### config.mk
export PLATFORM = sky130hd
export DESIGN_NAME = keyed_regfile
export DESIGN_NICKNAME = d
export VERILOG_FILES = /design/src/rtl/keyed_regfile_pkg.sv /design/src/rtl/keyed_regfile_ctrl.sv /design/src/rtl/keyed_regfile_dp.sv /design/src/rtl/keyed_regfile.sv
export SDC_FILE = /design/constraint.sdc
export NUM_CORES = 1
export LEC_CHECK = 0
export BUFFER_PORTS_ARGS = -buffer_cell sky130_fd_sc_hd__buf_2
export CAP_MARGIN = 15
export CELL_PAD_IN_SITES_DETAIL_PLACEMENT = 0
export CELL_PAD_IN_SITES_GLOBAL_PLACEMENT = 1
export CORE_MARGIN = 2
export CORE_UTILIZATION = 45
export CTS_BUF_LIST = sky130_fd_sc_hd__clkbuf_8
export CTS_CLUSTER_DIAMETER = 60
export DETAILED_ROUTE_END_ITERATION = 10
export PLACE_DENSITY_LB_ADDON = 0.1
export SLEW_MARGIN = 20
export SYNTH_ARGS = -nofsm -noshare
export SYNTH_HDL_FRONTEND = slang
export SYNTH_SLANG_ARGS = --single-unit
### constraint.sdc
create_clock -name clk -period 5 [get_ports clk]
set_input_delay 0.5 -clock clk [delete_from_list [all_inputs] [get_ports clk]]
set_output_delay 0.5 -clock clk [all_outputs]
set_load 0.05 [all_outputs]
### src/rtl/keyed_regfile_pkg.sv
package keyed_regfile_pkg;
  // Index width shared by every register bank (up to 16 words per bank).
  localparam int IDX_W = 4;

  typedef enum logic [2:0] {
    SEL_NONE,
    SEL_CTRL,
    SEL_SCR,
    SEL_KEY0,
    SEL_KEY1
  } selKind_e;

  // Decoded target of the current address.
  typedef struct packed {
    selKind_e         kind;
    logic [IDX_W-1:0] idx;
  } regSel_t;

  // Strobes from control to datapath; already gated by the lock state.
  typedef struct packed {
    logic             ctrlWr;
    logic             scrWr;
    logic [IDX_W-1:0] idx;
  } wrStrobe_t;
endpackage

### src/rtl/keyed_regfile_ctrl.sv
module keyed_regfile_ctrl
  import keyed_regfile_pkg::*;
#(
  parameter int              ADDR_W       = 8,
  parameter int              DATA_W       = 32,
  parameter int              NUM_CTRL     = 4,
  parameter int              NUM_SCRATCH  = 3,
  parameter logic [ADDR_W-1:0] SCRATCH_BASE = 8'h60,
  parameter logic [ADDR_W-1:0] KEY0_OFF   = 8'h6C,
  parameter logic [ADDR_W-1:0] KEY1_OFF   = 8'h70,
  parameter logic [DATA_W-1:0] KEY0_VAL   = 32'h83E7_0B13,
  parameter logic [DATA_W-1:0] KEY1_VAL   = 32'h95A4_F1E0
) (
  input  logic              clk,
  input  logic              rstN,
  input  logic              wrEn,
  input  logic [ADDR_W-1:0] addr,
  input  logic [DATA_W-1:0] wrData,
  output regSel_t           rdSel,
  output wrStrobe_t         wrStb,
  output logic [DATA_W-1:0] kick0Q,
  output logic [DATA_W-1:0] kick1Q,
  output logic              unlocked
);
  localparam logic [ADDR_W-1:0] CTRL_LIMIT = ADDR_W'(NUM_CTRL * 4);
  localparam logic [ADDR_W-1:0] SCR_SPAN   = ADDR_W'(NUM_SCRATCH * 4);

  logic [ADDR_W-1:0] scrOff;
  regSel_t           dec;

  // Address decode: the same decode serves the read mux and the write strobes.
  always_comb begin
    scrOff    = addr - SCRATCH_BASE;
    dec.kind  = SEL_NONE;
    dec.idx   = '0;
    if (addr[1:0] == 2'b00) begin
      if (addr < CTRL_LIMIT) begin
        dec.kind = SEL_CTRL;
        dec.idx  = addr[IDX_W+1:2];
      end else if (addr == KEY0_OFF) begin
        dec.kind = SEL_KEY0;
      end else if (addr == KEY1_OFF) begin
        dec.kind = SEL_KEY1;
      end else if (addr >= SCRATCH_BASE && scrOff < SCR_SPAN) begin
        dec.kind = SEL_SCR;
        dec.idx  = scrOff[IDX_W+1:2];
      end
    end
  end

  // Kick registers are never guarded.
  always_ff @(posedge clk or negedge rstN) begin
    if (!rstN) begin
      kick0Q <= '0;
      kick1Q <= '0;
    end else if (wrEn) begin
      if (dec.kind == SEL_KEY0) kick0Q <= wrData;
      if (dec.kind == SEL_KEY1) kick1Q <= wrData;
    end
  end

  assign unlocked = (kick0Q == KEY0_VAL) && (kick1Q == KEY1_VAL);

  always_comb begin
    rdSel        = dec;
    wrStb.idx    = dec.idx;
    wrStb.ctrlWr = wrEn && unlocked && (dec.kind == SEL_CTRL);
    wrStb.scrWr  = wrEn && unlocked && (dec.kind == SEL_SCR);
  end
endmodule

### src/rtl/keyed_regfile_dp.sv
module keyed_regfile_dp
  import keyed_regfile_pkg::*;
#(
  parameter int DATA_W      = 32,
  parameter int NUM_CTRL    = 4,
  parameter int NUM_SCRATCH = 3
) (
  input  logic              clk,
  input  logic              rstN,
  input  wrStrobe_t         wrStb,
  input  logic [DATA_W-1:0] wrData,
  input  regSel_t           rdSel,
  input  logic [DATA_W-1:0] kick0Q,
  input  logic [DATA_W-1:0] kick1Q,
  output logic [DATA_W-1:0] rdData
);
  logic [DATA_W-1:0] ctrlQ [NUM_CTRL];
  logic [DATA_W-1:0] scrQ  [NUM_SCRATCH];

  for (genvar i = 0; i < NUM_CTRL; i++) begin : g_ctrl
    always_ff @(posedge clk or negedge rstN) begin
      if (!rstN)
        ctrlQ[i] <= '0;
      else if (wrStb.ctrlWr && wrStb.idx == IDX_W'(i))
        ctrlQ[i] <= wrData;
    end
  end

  for (genvar i = 0; i < NUM_SCRATCH; i++) begin : g_scr
    always_ff @(posedge clk or negedge rstN) begin
      if (!rstN)
        scrQ[i] <= '0;
      else if (wrStb.scrWr && wrStb.idx == IDX_W'(i))
        scrQ[i] <= wrData;
    end
  end

  always_comb begin
    rdData = '0;
    case (rdSel.kind)
      SEL_CTRL:
        for (int i = 0; i < NUM_CTRL; i++)
          if (rdSel.idx == IDX_W'(i)) rdData = ctrlQ[i];
      SEL_SCR:
        for (int i = 0; i < NUM_SCRATCH; i++)
          if (rdSel.idx == IDX_W'(i)) rdData = scrQ[i];
      SEL_KEY0: rdData = kick0Q;
      SEL_KEY1: rdData = kick1Q;
      default:  rdData = '0;
    endcase
  end
endmodule

### src/rtl/keyed_regfile.sv
module keyed_regfile
  import keyed_regfile_pkg::*;
#(
  parameter int              ADDR_W       = 8,
  parameter int              DATA_W       = 32,
  parameter int              NUM_CTRL     = 4,
  parameter int              NUM_SCRATCH  = 3,
  parameter logic [ADDR_W-1:0] SCRATCH_BASE = 8'h60,
  parameter logic [ADDR_W-1:0] KEY0_OFF   = 8'h6C,
  parameter logic [ADDR_W-1:0] KEY1_OFF   = 8'h70,
  parameter logic [DATA_W-1:0] KEY0_VAL   = 32'h83E7_0B13,
  parameter logic [DATA_W-1:0] KEY1_VAL   = 32'h95A4_F1E0
) (
  input  logic              clk,
  input  logic              rstN,
  input  logic              wrEn,
  input  logic [ADDR_W-1:0] addr,
  input  logic [DATA_W-1:0] wrData,
  output logic [DATA_W-1:0] rdData,
  output logic              unlocked
);
  regSel_t           rdSel;
  wrStrobe_t         wrStb;
  logic [DATA_W-1:0] kick0Q;
  logic [DATA_W-1:0] kick1Q;

  keyed_regfile_ctrl #(
    .ADDR_W(ADDR_W), .DATA_W(DATA_W), .NUM_CTRL(NUM_CTRL),
    .NUM_SCRATCH(NUM_SCRATCH), .SCRATCH_BASE(SCRATCH_BASE),
    .KEY0_OFF(KEY0_OFF), .KEY1_OFF(KEY1_OFF),
    .KEY0_VAL(KEY0_VAL), .KEY1_VAL(KEY1_VAL)
  ) ctrl_i (
    .clk(clk), .rstN(rstN), .wrEn(wrEn), .addr(addr), .wrData(wrData),
    .rdSel(rdSel), .wrStb(wrStb), .kick0Q(kick0Q), .kick1Q(kick1Q),
    .unlocked(unlocked)
  );

  keyed_regfile_dp #(
    .DATA_W(DATA_W), .NUM_CTRL(NUM_CTRL), .NUM_SCRATCH(NUM_SCRATCH)
  ) dp_i (
    .clk(clk), .rstN(rstN), .wrStb(wrStb), .wrData(wrData),
    .rdSel(rdSel), .kick0Q(kick0Q), .kick1Q(kick1Q), .rdData(rdData)
  );
endmodule

==> metrics.yaml, run 1 <==
fin_area_mm2: 0.0153
finalMaxSlewViolations: 0
grt_pass1_vias: 9803
multi_input_area_mm2: 0.00607
yosys.area.top_type: "dfrtp_1"
port_buffers: 75
syn_area_per_cell_um2: 12.2
tns_ns: 0
antenna_cells: 0
ys_seq_area_share_pct: 53.2
worst_hold_path_type: "input port to async pin"
dpl_cell_area_mm2: 0.0144
synth_xor_area_share_pct: 0
hpwl_mm: 22.8
dp_slack_ns: 0.783
vdd_drop_max_mv: 0.255
syn_to_final_growth_pct: 12.7
start_util_pct: 45.7
viasPerCell: 5.89
antenna_found_initial: 0
fp.dieH_um: 178
ctsHtreeMaxLevel: 2
finalHoldViolations: 11
die_area_mm2: 0.0315
drv_cap: 0
holdWs_ns: -0.0406
ff2ff_setup_slack_ns: 0.89
ys_top_cells_by_count: "dfrtp_1 (288), mux2_2 (277), nand2_1 (114), a21oi_1 (51), clkbuf_1 (51)"
drc_errors: 0
grt_first_pass_wirelength_mm: 58.8
busiest_layer: "met2"
rsz0062_at_grt: "no"
seq_power_share_pct: 52.6
synth_top_family_by_area: "multiplexers"
cts_hold_buffers: 0
synth_nets: 1157
clkLatencyLatePin_ns: 0.57
ys.flop_type: "dfrtp_1"
critPathKind: "register to register"
cts_sinks: 288
ys_seq_elements: 288
yosys.area_share.adder_pct: 0.0923
p_per_area_mw_per_mm2: 297
syn_area_mm2: 0.0136
gp_congestion: 0.803
grt_util_met1_pct: 33.9
clkTransAtPathRegs_ns: 0.06
grtUsageMet2_pct: 39.7
clkPwrFrac_pct: 42.9
cp_max_fo: 11
period_needed_ns: 4.11
cts_made_buffers: 51
drtIter0Drc: 548
grt_max_degree: 117
violations: "negative hold slack"
setup_viol: 0
ant_nets: 0
yosysWarnings: 0
finalWirelength_mm: 36.9
ios: 76
start_kind: "register"
met3_usage_pct: 3.45
synth.distinct_cells: 47
cts_setup_buffers: 0
synth_compound_area_share_pct: 9.42
cts-resized-gates: 0
yosysMostFrequentCell: "dfrtp_1"
wl_per_cell_um: 23.0
synth_edf_count: 0
die_w_um: 178
synthMuxAreaShare_pct: 26.2
endpoint_kind: "register"
p_int_w: 0.00345
fin_skew_ns: 0.0191
yosys.area_share.simple_pct: 8.67
required_ns: 5.44
vias: 9467
grt-ovfl-total: 0
synth_cells: 1113
seq_area_mm2: 0.00721
worstPathArrival_ns: 4.56
clock-root-buffer: "clkbuf_8"
p_switching_w: 0.00109
n_fill_cell: 2716
grt.total_usage_pct: 24.3
combPwrFrac_pct: 4.5
synth_top_area_share_pct: 53.2
first_pass_iters: 4
drive_gt1_share_pct: 37.1
slew_headroom_pct: 26.1
fmax_ghz: 0.243
switching_share_pct: 24.0
p_leak_nw: 7.48
synthArstFlopShare_pct: 100
status: "finished, violations left"
synthTopCellsByArea: "dfrtp_1 (53%), mux2_2 (23%), nand2_1 (3.2%), mux2i_1 (2.3%), a21oi_1 (1.9%)"
post-route-period-util_pct: 82.2
core_area_mm2: 0.0296
clockBufferDepth: 3
layout_setup_ws_ns: 0.888
worst_pin_slew_ns: 1.11
nets: 1232
fp-row-count: 63
cts_tree: "yes"
==> worst max-delay path, cell delays in order, from the launching register on <==
cell and delay, ns:
dfrtp_1 0.39, nor4b_1 0.65, nand2_1 0.18, nor4_2 0.88, nand4b_1 1.03, buf_4 0.53
mux2_1 0.32
==> kinds of logic (layout without fill, tap and decap cells) <==
logic type,Yosys count,in the layout
compound gates,192,192
fa+ha+maj,1,1
buf+inv,80,184
flops,288,288
mux,319,319
simple gates,233,233
==> sequential cells by signal, indices dropped and copies added (netlist names) <==
signal and flops:
ctrl_i.kick0Q 32, ctrl_i.kick1Q 32, dp_i.ctrlQ 128, dp_i.scrQ 96
==> per-stage QoR <==
step | utilization [%] | total power [W] | instances
floorplan | - | 0.00249 | 1113
global placement | 48.6 | 0.00263 | 1525
detailed placement | 48.6 | 0.00264 | 1525
CTS | 51.6 | 0.00461 | 1607
global route | 51.6 | 0.00473 | 1607
finish | 51.6 | 0.00454 | 1607
==> path summary, 6_finish.rpt <==
kind	start	to	cells past startpoint
worst max-delay path	ctrl_i.kick1Q[30]	dp_i.scrQ[4]	6
worst min-delay path	rstN	dp_i.ctrlQ[9]	1
worst max register to register	ctrl_i.kick1Q[30]	dp_i.scrQ[4]	6
worst min register to register	dp_i.scrQ[31]	dp_i.scrQ[31]	1
max in group asynchronous	rstN	dp_i.scrQ[50]	2
min in group clk	wrData[12]	dp_i.scrQ[12]	2
==> cells in the final DEF (no fill, tap or decap), types with 6 or more instances in the layout <==
cell | Yosys | layout
nor2_1 | 36 | 36
nor4b_1 | 6 | 6
o211ai_1 | 21 | 21
mux2_2 | 277 | 277
nand2_1 | 114 | 114
a22oi_1 | 31 | 31
buf_2 | 24 | 74
a31oi_1 | 20 | 20
mux2_1 | 11 | 11
nor4bb_1 | 8 | 8
inv_1 | 0 | 24
a21oi_1 | 51 | 50
buf_4 | 0 | 24
a221oi_1 | 11 | 11
nand3_1 | 17 | 12
mux2i_1 | 31 | 31
nor3_1 | 6 | 6
clkbuf_8 | 0 | 58
nand4_1 | 7 | 7
o21ai_0 | 20 | 20
o31ai_1 | 19 | 19
dfrtp_1 | 288 | 288
o221ai_1 | 12 | 12
==> routing by layer <==
metal	up-vias	wire, um
li1	4268	-
met1	4965	17300
met2	178	17600
met3	56	1300
met4	0	721
met5	-	0
==> power by group through the flow <==
stage | combinational, W | clock [W] | sequential (W)
after floorplan | 0.0000746 | 0 | 0.00241
after global placement | 0.000208 | 0 | 0.00242
after detailed placement | 0.000211 | 0 | 0.00242
after CTS | 0.000211 | 0.00202 | 0.00238
after global routing | 0.000230 | 0.00211 | 0.00239
final | 0.000206 | 0.00195 | 0.00239
==> cell type report <==
type                       instances  share of cell area (%)
sequential                       288                    47.2
timing repair buffer             102                    4.09
tap                              390                    3.19
clock inverter                    24                   0.590
clock buffer                      58                    5.22
multi-input combinational        745                    39.7
Power figures use the tool's default switching activity.
==> run 2, diff against run 1 <==
--- a/config.mk
+++ b/config.mk
@@ -5,12 +5,13 @@
 export SDC_FILE = /design/constraint.sdc
 export NUM_CORES = 1
 export LEC_CHECK = 0
+export ABC_AREA = 1
 export BUFFER_PORTS_ARGS = -buffer_cell sky130_fd_sc_hd__buf_2
 export CAP_MARGIN = 15
 export CELL_PAD_IN_SITES_DETAIL_PLACEMENT = 0
 export CELL_PAD_IN_SITES_GLOBAL_PLACEMENT = 1
 export CORE_MARGIN = 2
-export CORE_UTILIZATION = 45
+export CORE_UTILIZATION = 43
 export CTS_BUF_LIST = sky130_fd_sc_hd__clkbuf_8
 export CTS_CLUSTER_DIAMETER = 60
 export DETAILED_ROUTE_END_ITERATION = 10
==> constraint.sdc (replaced) <==
create_clock -name clk -period 3.73 [get_ports clk]
set_input_delay 0.373 -clock clk [delete_from_list [all_inputs] [get_ports clk]]
set_output_delay 0.373 -clock clk [all_outputs]
set_load 0.05 [all_outputs]
==> metrics.yaml, run 2 <==
gp_congestion: 0.913  # +14%
cts_made_buffers: 52  # +2.0%
clock-root-buffer: "clkbuf_8"
critPathKind: "input port to output port"
cts_tree: "yes"
synth_cells: 1671  # +50%
worstPathArrival_ns: 2.74  # -1.82 ns
largest_register: "dp_i.ctrlQ"
yosys.area.top_type: "dfrtp_1"
final_common_cell: "nand2_1"
ios: 76  # unchanged
clkLatencyLatePin_ns: 0.61  # +0.04 ns
cts_sinks: 288  # unchanged
largest_register_ffs: 128  # unchanged
fp-row-count: 65  # +3.2%
synthArstFlopShare_pct: 100  # unchanged
start_util_pct: 43.4  # -2.3 points
setup_viol: 0  # unchanged
cp_max_fo: 34  # +23
tns_ns: 0  # unchanged
slew_headroom_pct: 37.6  # +12 points
ant_nets: 0  # unchanged
crit_path_start: "addr[5]"
synth_nets: 1715  # +48%
nets: 1773  # +44%
synth_top_family_by_area: "simple AND/OR/NAND/NOR gates"
reg2reg_from: "ctrl_i.kick1Q[16]"
ctsHtreeMaxLevel: 2  # unchanged
grt-ovfl-total: 0  # unchanged
clkTransAtPathRegs_ns: 0.06  # about the same
grt_max_degree: 109  # -6.8%
ys_seq_area_share_pct: 53.0  # -0.16 points
ys_seq_elements: 288  # unchanged
synth_edf_count: 0  # unchanged
die_area_mm2: 0.0331  # +4.9%
yosys.area_share.simple_pct: 25.5  # +17 points
cts-resized-gates: 0  # unchanged
ys_top_cells_by_count: "nand2_1 (429), dfrtp_1 (288), nand3_1 (189), o21ai_0 (169), o21ai_1 (139)"
drtIter0Drc: 1084  # +98%
grt.total_usage_pct: 27.7  # +3.5 points
finalCoreUtilization_pct: 49.6  # -2.0 points
start_kind: "input port"
die_w_um: 182  # +2.4%
drv_cap: 0  # unchanged
fin_skew_ns: 0.0316  # +0.0124 ns
finalMaxSlewViolations: 0  # unchanged
syn_to_final_growth_pct: 14.2
yosys.area_share.adder_pct: 0.0920  # -0.00027 points
largestRegisters: "dp_i.ctrlQ x128, dp_i.scrQ x96"
fp.dieH_um: 182  # +2.4%
synth_top_area_share_pct: 53.0  # -0.16 points
yosysWarnings: 0  # unchanged
synthTopCellsByArea: "dfrtp_1 (53%), nand2_1 (12%), nand3_1 (7.0%), o21ai_0 (6.2%), o21ai_1 (5.1%)"
core_area_mm2: 0.0313  # +5.6%
vdd_drop_max_mv: 0.268  # +5.1%
synth_xor_area_share_pct: 0  # unchanged
drive_gt1_share_pct: 12.0  # -25 points
min_from: "wrData[27]"
p_per_area_mw_per_mm2: 424  # +43%
antenna_cells: 0  # unchanged
grt_pass1_vias: 11787  # +20%
n_fill_cell: 3093  # +14%
synth_compound_area_share_pct: 14.3  # +4.9 points
status: "finished, final reports clean"
viasPerCell: 5.60  # -4.9%
syn_area_mm2: 0.0136  # +0.30%
grt_first_pass_wirelength_mm: 70.7  # +20%
drc_errors: 0  # unchanged
rsz0062_at_grt: "no"
clockBufferDepth: 3  # unchanged
required_ns: 3.36  # -2.08 ns
yosysMostFrequentCell: "nand2_1"
period_needed_ns: 3.11
hpwl_mm: 28.5  # +25%
p_leak_nw: 7.40  # -1.1%
post-route-period-util_pct: 83.4
finalWirelength_mm: 44.8  # +21%
vias: 12151  # +28%
fmax_ghz: 0.321
final_cell_mix: "nand2_1 (427), dfrtp_1 (288), nand3_1 (188), o21ai_0 (169), o21ai_1 (139)"
finalHoldViolations: 0  # -11
ys.flop_type: "dfrtp_1"
syn_area_per_cell_um2: 8.14  # -33%
worst_pin_slew_ns: 0.935  # -0.174 ns
wl_per_cell_um: 20.7  # -10%
port_buffers: 75  # unchanged
worst_hold_path_type: "input port to register"
synth.distinct_cells: 29  # -38%
first_pass_iters: 5  # +1
endpoint_kind: "output port"
synthMuxAreaShare_pct: 0  # -26 points
antenna_found_initial: 0  # unchanged
==> run 2: area by class of cell <==
cell class	count	area (um2)	area share (%)
clock inverters	23	123	0.790
multi-input cells	1149	5440	35.1
inverters	120	450	2.90
clock buffers	70	963	6.21
repair buffers	118	836	5.38
well taps	402	503	3.24
flip-flops and latches	288	7210	46.4
==> run 2: power breakdown <==
part | internal (W) | switching [W] | total, W | leakage, nW
Combinational | 0.0000634 | 0.000244 | 0.000307 | 2.76
Sequential | 0.00316 | 0.0000309 | 0.00319 | 4.01
Clock | 0.00173 | 0.00135 | 0.00308 | 0.633
Total | 0.00495 | 0.00162 | 0.00658 | 7.40
==> run 2: path summary, 6_finish.rpt <==
kind / endpoint / slack (ns) / depth (start not counted)
worst min register to register: ctrl_i.kick0Q[12] / 0.48 / 2
min in group asynchronous: dp_i.ctrlQ[101] / 0.40 / 2
worst max register to register: dp_i.ctrlQ[100] / 1.02 / 11
worst min-delay path: dp_i.scrQ[59] / 0.17 / 3
worst max-delay path: rdData[16] / 0.62 / 14
max in group asynchronous: ctrl_i.kick1Q[30] / 2.31 / 3
==> run 2: per-stage QoR <==
step / area (um2) / power [W] / instances / hold WS (ns) / setup slack (ns)
final: 15500 / 0.00658 / 2170 / 0.170 / 0.618
after detailed placement: 14400 / 0.00355 / 2076 / 0.473 / 0.496
after floorplan: 13600 / 0.00336 / 1671 / 0.0774 / 1.27
after global routing: 15500 / 0.00683 / 2170 / 0.182 / 0.407
after CTS: 15500 / 0.00665 / 2170 / 0.144 / 0.637
after global placement: 14400 / 0.00355 / 2076 / 0.464 / 0.503
==> run 2: logic make-up (layout without fill, tap and decap cells) <==
group / after synthesis / count (layout)
flops: 288 / 288
fa+ha+maj: 1 / 1
simple gates: 791 / 791
compound gates: 357 / 357
buf+inv: 234 / 331
==> run 2: critical path: stages <==
cell	delay, ns
buf_2	0.13
ha_1	0.28
inv_1	0.04
nand2_1	0.07
inv_1	0.05
nand3_2	0.10
nand2_2	0.16
nand2_4	0.40
buf_12	0.26
nand3_1	0.10
nand3_1	0.12
nand2_1	0.09
nand3_1	0.22
buf_2	0.32
==> run 2: repair_timing <==
item / in CTS / in global routing
setup buffers: 0 / 0
hold endpoints to repair: 100 / 0
hold buffers: 1 / 0
setup endpoints to repair: 0 / 0
==> run 2: per-layer routing <==
layer | part of all wire (%) | GRT usage [%] | wire length (um)
met5 | 0 | 0 | 0
met4 | 1.8 | 6.11 | 797
met1 | 48 | 41.1 | 21500
met2 | 44 | 42.7 | 19700
met3 | 6.4 | 4.71 | 2850
